## config.mk

```make
export PLATFORM = sky130hd
export DESIGN_NAME = lp_state_ctrl
export DESIGN_NICKNAME = d
export VERILOG_FILES = /design/src/rtl/lp_pkg.sv /design/src/rtl/lp_sleep_qual.sv /design/src/rtl/lp_fsm.sv /design/src/rtl/lp_viol_mon.sv /design/src/rtl/lp_state_ctrl.sv
export SDC_FILE = /design/constraint.sdc
export NUM_CORES = 1
export LEC_CHECK = 0
export ABC_AREA = 1
export BUFFER_PORTS_ARGS = -buffer_cell sky130_fd_sc_hd__buf_4
export CAP_MARGIN = 20
export CORE_MARGIN = 1
export CORE_UTILIZATION = 40
export DETAILED_ROUTE_END_ITERATION = 12
export GPL_TIMING_DRIVEN = 1
export SLEW_MARGIN = 20
export SYNTH_ARGS = -nofsm -noshare
export SYNTH_HDL_FRONTEND = slang
export SYNTH_HIERARCHICAL = 1
export SYNTH_SLANG_ARGS = --single-unit
```

## constraint.sdc

```tcl
create_clock -name clk -period 2.1 [get_ports clk]
set_input_delay 0.21 -clock clk [delete_from_list [all_inputs] [get_ports clk]]
set_output_delay 0.21 -clock clk [all_outputs]
set_load 0.05 [all_outputs]
```

## src/rtl/lp_pkg.sv

```systemverilog
package lp_pkg;
   typedef enum logic [1:0] {
      ST_NORMAL = 2'b00,
      ST_STOPG  = 2'b01,
      ST_SLEEP  = 2'b10,
      ST_RESET  = 2'b11
   } lp_state_e;
endpackage

```

## src/rtl/lp_sleep_qual.sv

```systemverilog
module lp_sleep_qual #(
   parameter int MIN_SLP_CYC = 2
) (
   input  logic clk,
   input  logic rst_n,
   input  logic in_sg_i,
   input  logic sleep_i,
   output logic qualify_o,
   output logic short_o
);
   localparam int CNT_W = (MIN_SLP_CYC > 1) ? $clog2(MIN_SLP_CYC) : 1;
   localparam logic [CNT_W-1:0] LAST = CNT_W'(MIN_SLP_CYC - 1);

   if (MIN_SLP_CYC < 1) begin : g_bad_min
      $error("MIN_SLP_CYC must be at least 1");
   end

   logic [CNT_W-1:0] cnt_q;

   assign qualify_o = in_sg_i & sleep_i & (cnt_q == LAST);
   assign short_o   = in_sg_i & ~sleep_i & (cnt_q != '0);

   always_ff @(posedge clk or negedge rst_n) begin
      if (!rst_n)                             cnt_q <= '0;
      else if (in_sg_i & sleep_i & ~qualify_o) cnt_q <= cnt_q + 1'b1;
      else                                    cnt_q <= '0;
   end

   AST_QUAL_RUN: assert property (@(posedge clk) disable iff (!rst_n)
      (cnt_q != '0) |-> $past(in_sg_i & sleep_i));
endmodule

```

## src/rtl/lp_fsm.sv

```systemverilog
module lp_fsm
   import lp_pkg::*;
(
   input  logic      clk,
   input  logic      rst_n,
   input  logic      stop_req_i,
   input  logic      sleep_req_i,
   input  logic      qualify_i,
   output lp_state_e state_o,
   output logic      going_sleep_o,
   output logic      left_sleep_o,
   output logic      misplaced_o
);
   lp_state_e state_q, state_d;
   logic      left_q;

   always_comb begin
      state_d = state_q;
      unique case (state_q)
         ST_RESET:  state_d = ST_NORMAL;
         ST_NORMAL: if (stop_req_i) state_d = ST_STOPG;
         ST_STOPG: begin
            if (sleep_req_i) begin
               if (qualify_i) state_d = ST_SLEEP;
            end else if (!stop_req_i) begin
               state_d = ST_NORMAL;
            end
         end
         ST_SLEEP:  if (!sleep_req_i) state_d = ST_STOPG;
         default:   state_d = ST_RESET;
      endcase
   end

   always_ff @(posedge clk or negedge rst_n) begin
      if (!rst_n) begin
         state_q <= ST_RESET;
         left_q  <= 1'b0;
      end else begin
         state_q <= state_d;
         left_q  <= (state_q == ST_SLEEP) && (state_d != ST_SLEEP);
      end
   end

   assign state_o       = state_q;
   assign going_sleep_o = (state_q == ST_STOPG) && (state_d == ST_SLEEP);
   assign left_sleep_o  = left_q;
   assign misplaced_o   = sleep_req_i && (state_q == ST_NORMAL || state_q == ST_RESET);

   AST_SLEEP_FROM_SG: assert property (@(posedge clk) disable iff (!rst_n)
      (state_q == ST_SLEEP) |-> ($past(state_q) == ST_STOPG || $past(state_q) == ST_SLEEP));
   AST_SLEEP_EXIT: assert property (@(posedge clk) disable iff (!rst_n)
      (state_q == ST_SLEEP && !sleep_req_i) |=> (state_q == ST_STOPG));
   AST_NORMAL_TO_SG: assert property (@(posedge clk) disable iff (!rst_n)
      (state_q == ST_NORMAL && stop_req_i) |=> (state_q == ST_STOPG));
   AST_MISPLACED_HOLD: assert property (@(posedge clk) disable iff (!rst_n)
      (state_q == ST_NORMAL && sleep_req_i && !stop_req_i) |=> (state_q == ST_NORMAL));
endmodule

```

## src/rtl/lp_viol_mon.sv

```systemverilog
module lp_viol_mon
   import lp_pkg::*;
#(
   parameter int EVT_W = 4
) (
   input  logic             clk,
   input  logic             rst_n,
   input  lp_state_e        state_i,
   input  logic             going_sleep_i,
   input  logic             left_sleep_i,
   input  logic             misplaced_i,
   input  logic             short_i,
   input  logic             stop_n_i,
   input  logic [EVT_W-1:0] evt_i,
   output logic             viol_o
);
   if (EVT_W < 1) begin : g_bad_w
      $error("EVT_W must be at least 1");
   end

   logic [EVT_W-1:0] evt_q;
   logic [EVT_W-1:0] evt_chg;
   logic             stop_q;
   logic             viol_q;
   logic             watch;
   logic             moved;

   for (genvar i = 0; i < EVT_W; i++) begin : g_chg
      assign evt_chg[i] = evt_i[i] ^ evt_q[i];
   end

   assign watch = (state_i == ST_SLEEP) | going_sleep_i | left_sleep_i;
   assign moved = (|evt_chg) | (stop_n_i ^ stop_q);

   always_ff @(posedge clk or negedge rst_n) begin
      if (!rst_n) begin
         evt_q  <= '0;
         stop_q <= 1'b1;
         viol_q <= 1'b0;
      end else begin
         evt_q  <= evt_i;
         stop_q <= stop_n_i;
         viol_q <= viol_q | misplaced_i | short_i | (watch & moved);
      end
   end

   assign viol_o = viol_q;

   AST_VIOL_STICKY: assert property (@(posedge clk) disable iff (!rst_n)
      viol_q |=> viol_q);
   AST_MISPLACED_FLAG: assert property (@(posedge clk) disable iff (!rst_n)
      misplaced_i |=> viol_q);
   AST_SHORT_FLAG: assert property (@(posedge clk) disable iff (!rst_n)
      short_i |=> viol_q);
   AST_SLEEP_QUIET: assert property (@(posedge clk) disable iff (!rst_n)
      (state_i == ST_SLEEP && !$stable(evt_i)) |=> viol_q);
endmodule

```

## src/rtl/lp_state_ctrl.sv

```systemverilog
module lp_state_ctrl
   import lp_pkg::*;
#(
   parameter int EVT_W       = 4,
   parameter int MIN_SLP_CYC = 2
) (
   input  logic             clk,
   input  logic             rst_n,
   input  logic             stop_req_n,
   input  logic             sleep_req_n,
   input  logic [EVT_W-1:0] bus_evt,
   output logic [1:0]       state_o,
   output logic             core_clk_en,
   output logic             pll_keep,
   output logic             snoop_ok,
   output logic             irq_latch_en,
   output logic             viol_o
);
   lp_state_e state;
   logic      qualify, short_pulse, going_sleep, left_sleep, misplaced;

   lp_sleep_qual #(.MIN_SLP_CYC(MIN_SLP_CYC)) u_qual (
      .clk       (clk),
      .rst_n     (rst_n),
      .in_sg_i   (state == ST_STOPG),
      .sleep_i   (~sleep_req_n),
      .qualify_o (qualify),
      .short_o   (short_pulse)
   );

   lp_fsm u_fsm (
      .clk           (clk),
      .rst_n         (rst_n),
      .stop_req_i    (~stop_req_n),
      .sleep_req_i   (~sleep_req_n),
      .qualify_i     (qualify),
      .state_o       (state),
      .going_sleep_o (going_sleep),
      .left_sleep_o  (left_sleep),
      .misplaced_o   (misplaced)
   );

   lp_viol_mon #(.EVT_W(EVT_W)) u_viol (
      .clk           (clk),
      .rst_n         (rst_n),
      .state_i       (state),
      .going_sleep_i (going_sleep),
      .left_sleep_i  (left_sleep),
      .misplaced_i   (misplaced),
      .short_i       (short_pulse),
      .stop_n_i      (stop_req_n),
      .evt_i         (bus_evt),
      .viol_o        (viol_o)
   );

   assign state_o      = state;
   assign core_clk_en  = (state == ST_NORMAL);
   assign snoop_ok     = (state == ST_NORMAL) || (state == ST_STOPG);
   assign irq_latch_en = snoop_ok;
   assign pll_keep     = (state != ST_RESET);

   AST_CORE_IMPLIES_SNOOP: assert property (@(posedge clk) disable iff (!rst_n)
      core_clk_en |-> (snoop_ok && irq_latch_en && pll_keep));
   AST_SLEEP_NO_SNOOP: assert property (@(posedge clk) disable iff (!rst_n)
      (state_o == 2'b10) |-> (!snoop_ok && !irq_latch_en && pll_keep));
endmodule

```

Yosys cells after proc, flatten, opt, wreduce, memory -nomap -nowiden
Cells that the tools add are included.

Output and inout bits: 7. Register bits after elaboration: 10.

Equal/unequal tests: 6. Reduce and logical (&&, ||, !) cells: 7. Bitwise operators: 19. $add $sub $neg: 1. Muxes and demuxes: 7.

Operators with widths (count): 2-bit 2-to-1 mux (5); 2-bit case mux with 4 select lines (1); 1-bit bitwise AND (6); 2-bit == test, second input constant (3); 1-bit OR (6); 1-bit XOR (5); 2-bit != test, second input constant (2); 4-bit OR reduction (1); 1-bit logical AND (3); 2-bit by 1-bit == test with 1-bit output, second input constant (1); 2-bit zero test (1); 1-bit logical OR (2); 1-bit NOT (2); 1-bit adder, second input constant (1); 1-bit 2-to-1 mux (1).

Longest topological paths before layout
Depth in word-level cells: 12. Depth in mapped cells: 14.

Hierarchy
The synthesis kept the hierarchy.

By module, submodules not included: lp_viol_mon (instances 1, sequential area each 151.4 µm², area each 272.8 µm², cells an instance 35); lp_fsm (instances 1, sequential area each 77.6 µm², area each 256.5 µm², cells an instance 37); lp_sleep_qual (instances 1, sequential area each 25.0 µm², area each 47.5 µm², cells an instance 7); lp_state_ctrl (instances 1, sequential area each 0.0 µm², area each 36.3 µm², cells an instance 8).

Worst setup path before layout
OpenSTA, ideal clock, no wires.

Kind: register to register. From: register u_fsm.state_q[1], in the netlist u_fsm/state_o[1]. To: register u_viol.viol_q, in the netlist u_viol/viol_o. Clock period less this slack: 1.773 ns. Stages on the path, launching flop included: 11. Setup slack: 0.327 ns. Arrival: 1.651 ns. Cells stage by stage: dfstp_2 inv_1 ha_1 nand3_1 nand3_1 nand3_2 nor2_1 nor2_1 o21ai_2 nand2_1 nand2_1.

Word-level cells in the longest chain between the ends: 12.

RTL lines: from (decl) (line lp_fsm.sv:14) `lp_state_e state_q, state_d;`; from (signal assigned) (line lp_fsm.sv:39) `state_q <= state_d;`; 2-bit by 1-bit == test with 1-bit output (line lp_fsm.sv:19, lp_fsm.sv:45, lp_state_ctrl.sv:25); 1-bit bitwise AND (2 in series) (line lp_sleep_qual.sv:20) `assign qualify_o = in_sg_i & sleep_i & (cnt_q == LAST);`; 2-bit 2-to-1 mux (line lp_fsm.sv:24) `if (qualify_i) state_d = ST_SLEEP;`; 2-bit 2-to-1 mux (line lp_fsm.sv:23) `if (sleep_req_i) begin`; 2-bit case mux with 4 select lines (line lp_fsm.sv:19) `unique case (state_q)`; 2-bit == test (line lp_fsm.sv:45) `assign going_sleep_o = (state_q == ST_STOPG) && (state_d == ST_SLEEP);`; 1-bit logical AND (*) (line lp_fsm.sv:45); via going_sleep (line lp_state_ctrl.sv:20) `logic qualify, short_pulse, going_sleep, left_sleep, misplaced;`; 1-bit OR (*) (2 in series) (line lp_viol_mon.sv:32) `assign watch = (state_i == ST_SLEEP) | going_sleep_i | left_sleep_i;`; 1-bit bitwise AND (*) (line lp_viol_mon.sv:43) `viol_q <= viol_q | misplaced_i | short_i | (watch & moved);`; 1-bit OR (*) (line lp_viol_mon.sv:43); to (signal assigned) (line lp_viol_mon.sv:43); to (decl) (line lp_viol_mon.sv:24) `logic viol_q;`.

Mark *: on every way through the listed nets, which the timed path passes. The rest lies on a longest branch.

Final worst setup path
From: register u_fsm.state_q[1], in the netlist u_fsm/state_o[1]. To: register u_viol.viol_q, in the netlist u_viol/viol_o.

Word-level cells in the longest chain between the ends: 12.

RTL lines: 2-bit by 1-bit == test with 1-bit output (line lp_state_ctrl.sv:25) `.in_sg_i (state == ST_STOPG),`; 1-bit bitwise AND (2 in series) (line lp_sleep_qual.sv:20); via qualify (line lp_state_ctrl.sv:20); 2-bit 2-to-1 mux (line lp_fsm.sv:24); 2-bit 2-to-1 mux (line lp_fsm.sv:23); 2-bit case mux with 4 select lines (line lp_fsm.sv:19); 2-bit == test (line lp_fsm.sv:45); 1-bit logical AND (line lp_fsm.sv:45); via going_sleep (line lp_state_ctrl.sv:20); 1-bit OR (2 in series) (line lp_viol_mon.sv:32); 1-bit bitwise AND (line lp_viol_mon.sv:43); 1-bit OR (line lp_viol_mon.sv:43).

The timed path passes the listed nets, and every way through them passes these cells.

==> flow_summary.json <==
{
  "die_width_um": 41.2,
  "crit_arrival_ns": 1.90,
  "r2r-end": "u_viol/viol_o",
  "synth_fa_ha_area_frac": 0.0816,
  "wirelength_um": 1070,
  "r2r_slack_ns": 0.34,
  "synthMuxAreaShare": 0,
  "fin_crit_sh": 0.836,
  "cts_resized": 0,
  "die_h_um": 41.2,
  "antenna_found_initial": 0,
  "layoutNonFillerInstCount": 120,
  "via_per_inst": 4.52,
  "ys.warnings.count": 6,
  "synth-compound-area-share": 0.0245,
  "wire_per_inst_um": 8.88,
  "clkLatencyLatePin_ns": 0.27,
  "syn_inst": 87,
  "dr_total_vias": 542,
  "period_needed_ns": 1.76,
  "crit_required_ns": 2.25,
  "critPathBufInv": 0,
  "htreeDepth": 1,
  "worstSetupPathType": "reg -> reg",
  "drt_pre_antenna_iters": 3,
  "hold_viol_final": 0,
  "fp-row-count": 13,
  "avgSynthCellArea_um2": 7.05,
  "hp-class": "in -> reg",
  "hp-start": "bus_evt[3]",
  "area_delta_synth_final_pct": 26.5,
  "startpoint_type": "flop",
  "routabilityCongestion": 0.794,
  "nets": 118,
  "max-slew-margin-rel": 0.843,
  "cp_slowest_cell": "dfstp_2",
  "track_usage": 0.162,
  "reg2reg_depth": 13,
  "layout_setup_ws_ns": 0.344,
  "syn_nets": 99,
  "min_to": "u_viol/evt_q[3]",
  "place_inst": 115,
  "io_buffer_count": 14,
  "worst_slew_pin_slew_ns": 0.235,
  "synth_top_family_by_area": "simple AND/OR/NAND/NOR gates",
  "slowest_delay_ns": 0.67,
  "layout_common_cells": "nand2_1 (25), inv_1 (19), nor2_1 (14), buf_4 (14)",
  "drtIter0Drc": 10,
  "grt.overflow.total": 0,
  "tns_ns": 0,
  "hold_depth": 1,
  "clock_sinks": 10,
  "status": "completed",
  "ys_seq_elements": 10,
  "drv_cap": 0,
  "setup_viol": 0,
  "top_layer": "met4",
  "layout-drive-gt1-share": 0.238,
  "dp_slack_ns": 0.364,
  "fin_util": 0.568,
  "clkTransAtPathRegs_ns": 0.07,
  "place_hpwl_um": 842,
  "io_pins": 15,
  "antenna_cells": 0,
  "grt_setup_unrepaired": "no",
  "grt_max_degree": 14,
  "yosys.area_share.simple": 0.331,
  "crit_chain": "nor2_2, nand2_1, nor2_1, nor2_1, nand2_1, nand3_1, nand3_1, nand3_2, nor2_1, nor2_1, o21ai_2, nand2_1, nand2_1",
  "hold_buffers": 1,
  "cts_buffer_depth": 2,
  "critical_path.max_fanout": 13,
  "seq_area_frac_synth": 0.414,
  "mostFrequentLayoutCell": "nand2_1",
  "synth_xor_area_frac": 0.0143,
  "peakVddDrop_v": 0.000588,
  "final_max_slew_viol_count": 0,
  "cp-end-kind": "flop",
  "path_depth": 13,
  "grt_pass1_vias": 448,
  "grt_first_pass_wirelength_um": 1710,
  "cts_buffers": 3,
  "wl_met1_um": 518,
  "p_leak_uw": 0.000429,
  "die_area_um2": 1690,
  "critPathTopFamily": "simple AND/OR/NAND/NOR gates",
  "post_cts_buffers": 0,
  "fin_skew_ns": 0.00831,
  "root_buffer": "clkbuf_4",
  "p_per_area_nw_per_um2": 1320,
  "floorplan.initialDensity": 0.449,
  "drc": 0,
  "ant_nets": 0,
  "wl_met2_um": 472,
  "totalPowerFinal_uw": 1020,
  "rr_startpoint": "u_fsm/state_o[1]",
  "syn-cell-area_um2": 613,
  "fmax_mhz": 569,
  "cts_tree": "done",
  "core_area_um2": 1370,
  "synth_cell_types": 15,
  "wl_met3_um": 64
}
[state kept, by name, summed over array words and instances (netlist names)]
| register | flops |
|---|---|
| u_viol/evt_q | 4 |
| u_fsm/left_sleep_o | 1 |
| u_viol/stop_q | 1 |
| u_viol/viol_o | 1 |
| u_fsm/state_o | 2 |
| u_qual/cnt_q | 1 |
[routing by layer]
metal,GRT usage,vias to the layer above
met5,0,-
met4,0.0484,0
met3,0.0815,2
met2,0.266,16
met1,0.182,234
li1,-,290
[where the power goes]
| part | switching [uW] | internal [uW] | leakage, uW |
|---|---|---|---|
| sequential | 60.6 | 244 | 0.000114 |
| clock | 64.7 | 105 | 0.0000210 |
| combinational | 368 | 179 | 0.000294 |
[worst max path at each step]
stage / from / endpoint
finish: u_fsm/state_o[1] / u_viol/viol_o
floorplan: u_fsm/state_o[1] / u_viol/viol_o
CTS: u_fsm/state_o[1] / u_viol/viol_o
detailed placement: u_fsm/state_o[1] / u_viol/viol_o
global route: u_fsm/state_o[0] / u_viol/viol_o
global placement: u_fsm/state_o[1] / u_viol/viol_o
[metrics by stage]
step | hold WS, ns | instance area [um^2]
after floorplan | -0.0856 | 613
after global placement | 0.0437 | 729
after detailed placement | 0.0462 | 729
after CTS | 0.0502 | 776
after global routing | 0.0474 | 776
final | 0.0615 | 776
[synthesized netlist by cell type (all sizes together)]
cell	instances	area (um^2)
dfrtp	7	175
buf	1	7.51
nand3	8	45.0
nor3	1	5.00
nor2	15	58.8
nand2	25	93.8
dfstp	3	78.8
ha	4	50.1
o21ai	1	8.76
a31oi	1	6.26
inv	20	75.1
xnor2	1	8.76
[cell type report]
cell class              instances  area, um^2
inverters                      20        75.1
multi-input cells              56         277
repair buffers                 15         115
clock buffers                   4        36.3
fillers                       141         591
flip-flops and latches         10         254
well taps                      15        18.8
[cells by family after synthesis]
family / after synthesis
simple gates: 49
compound gates: 2
buf+inv: 21
flops: 10
xor+xnor: 1
fa+ha+maj: 4
Note: power is estimated with default switching activity, not from simulation.
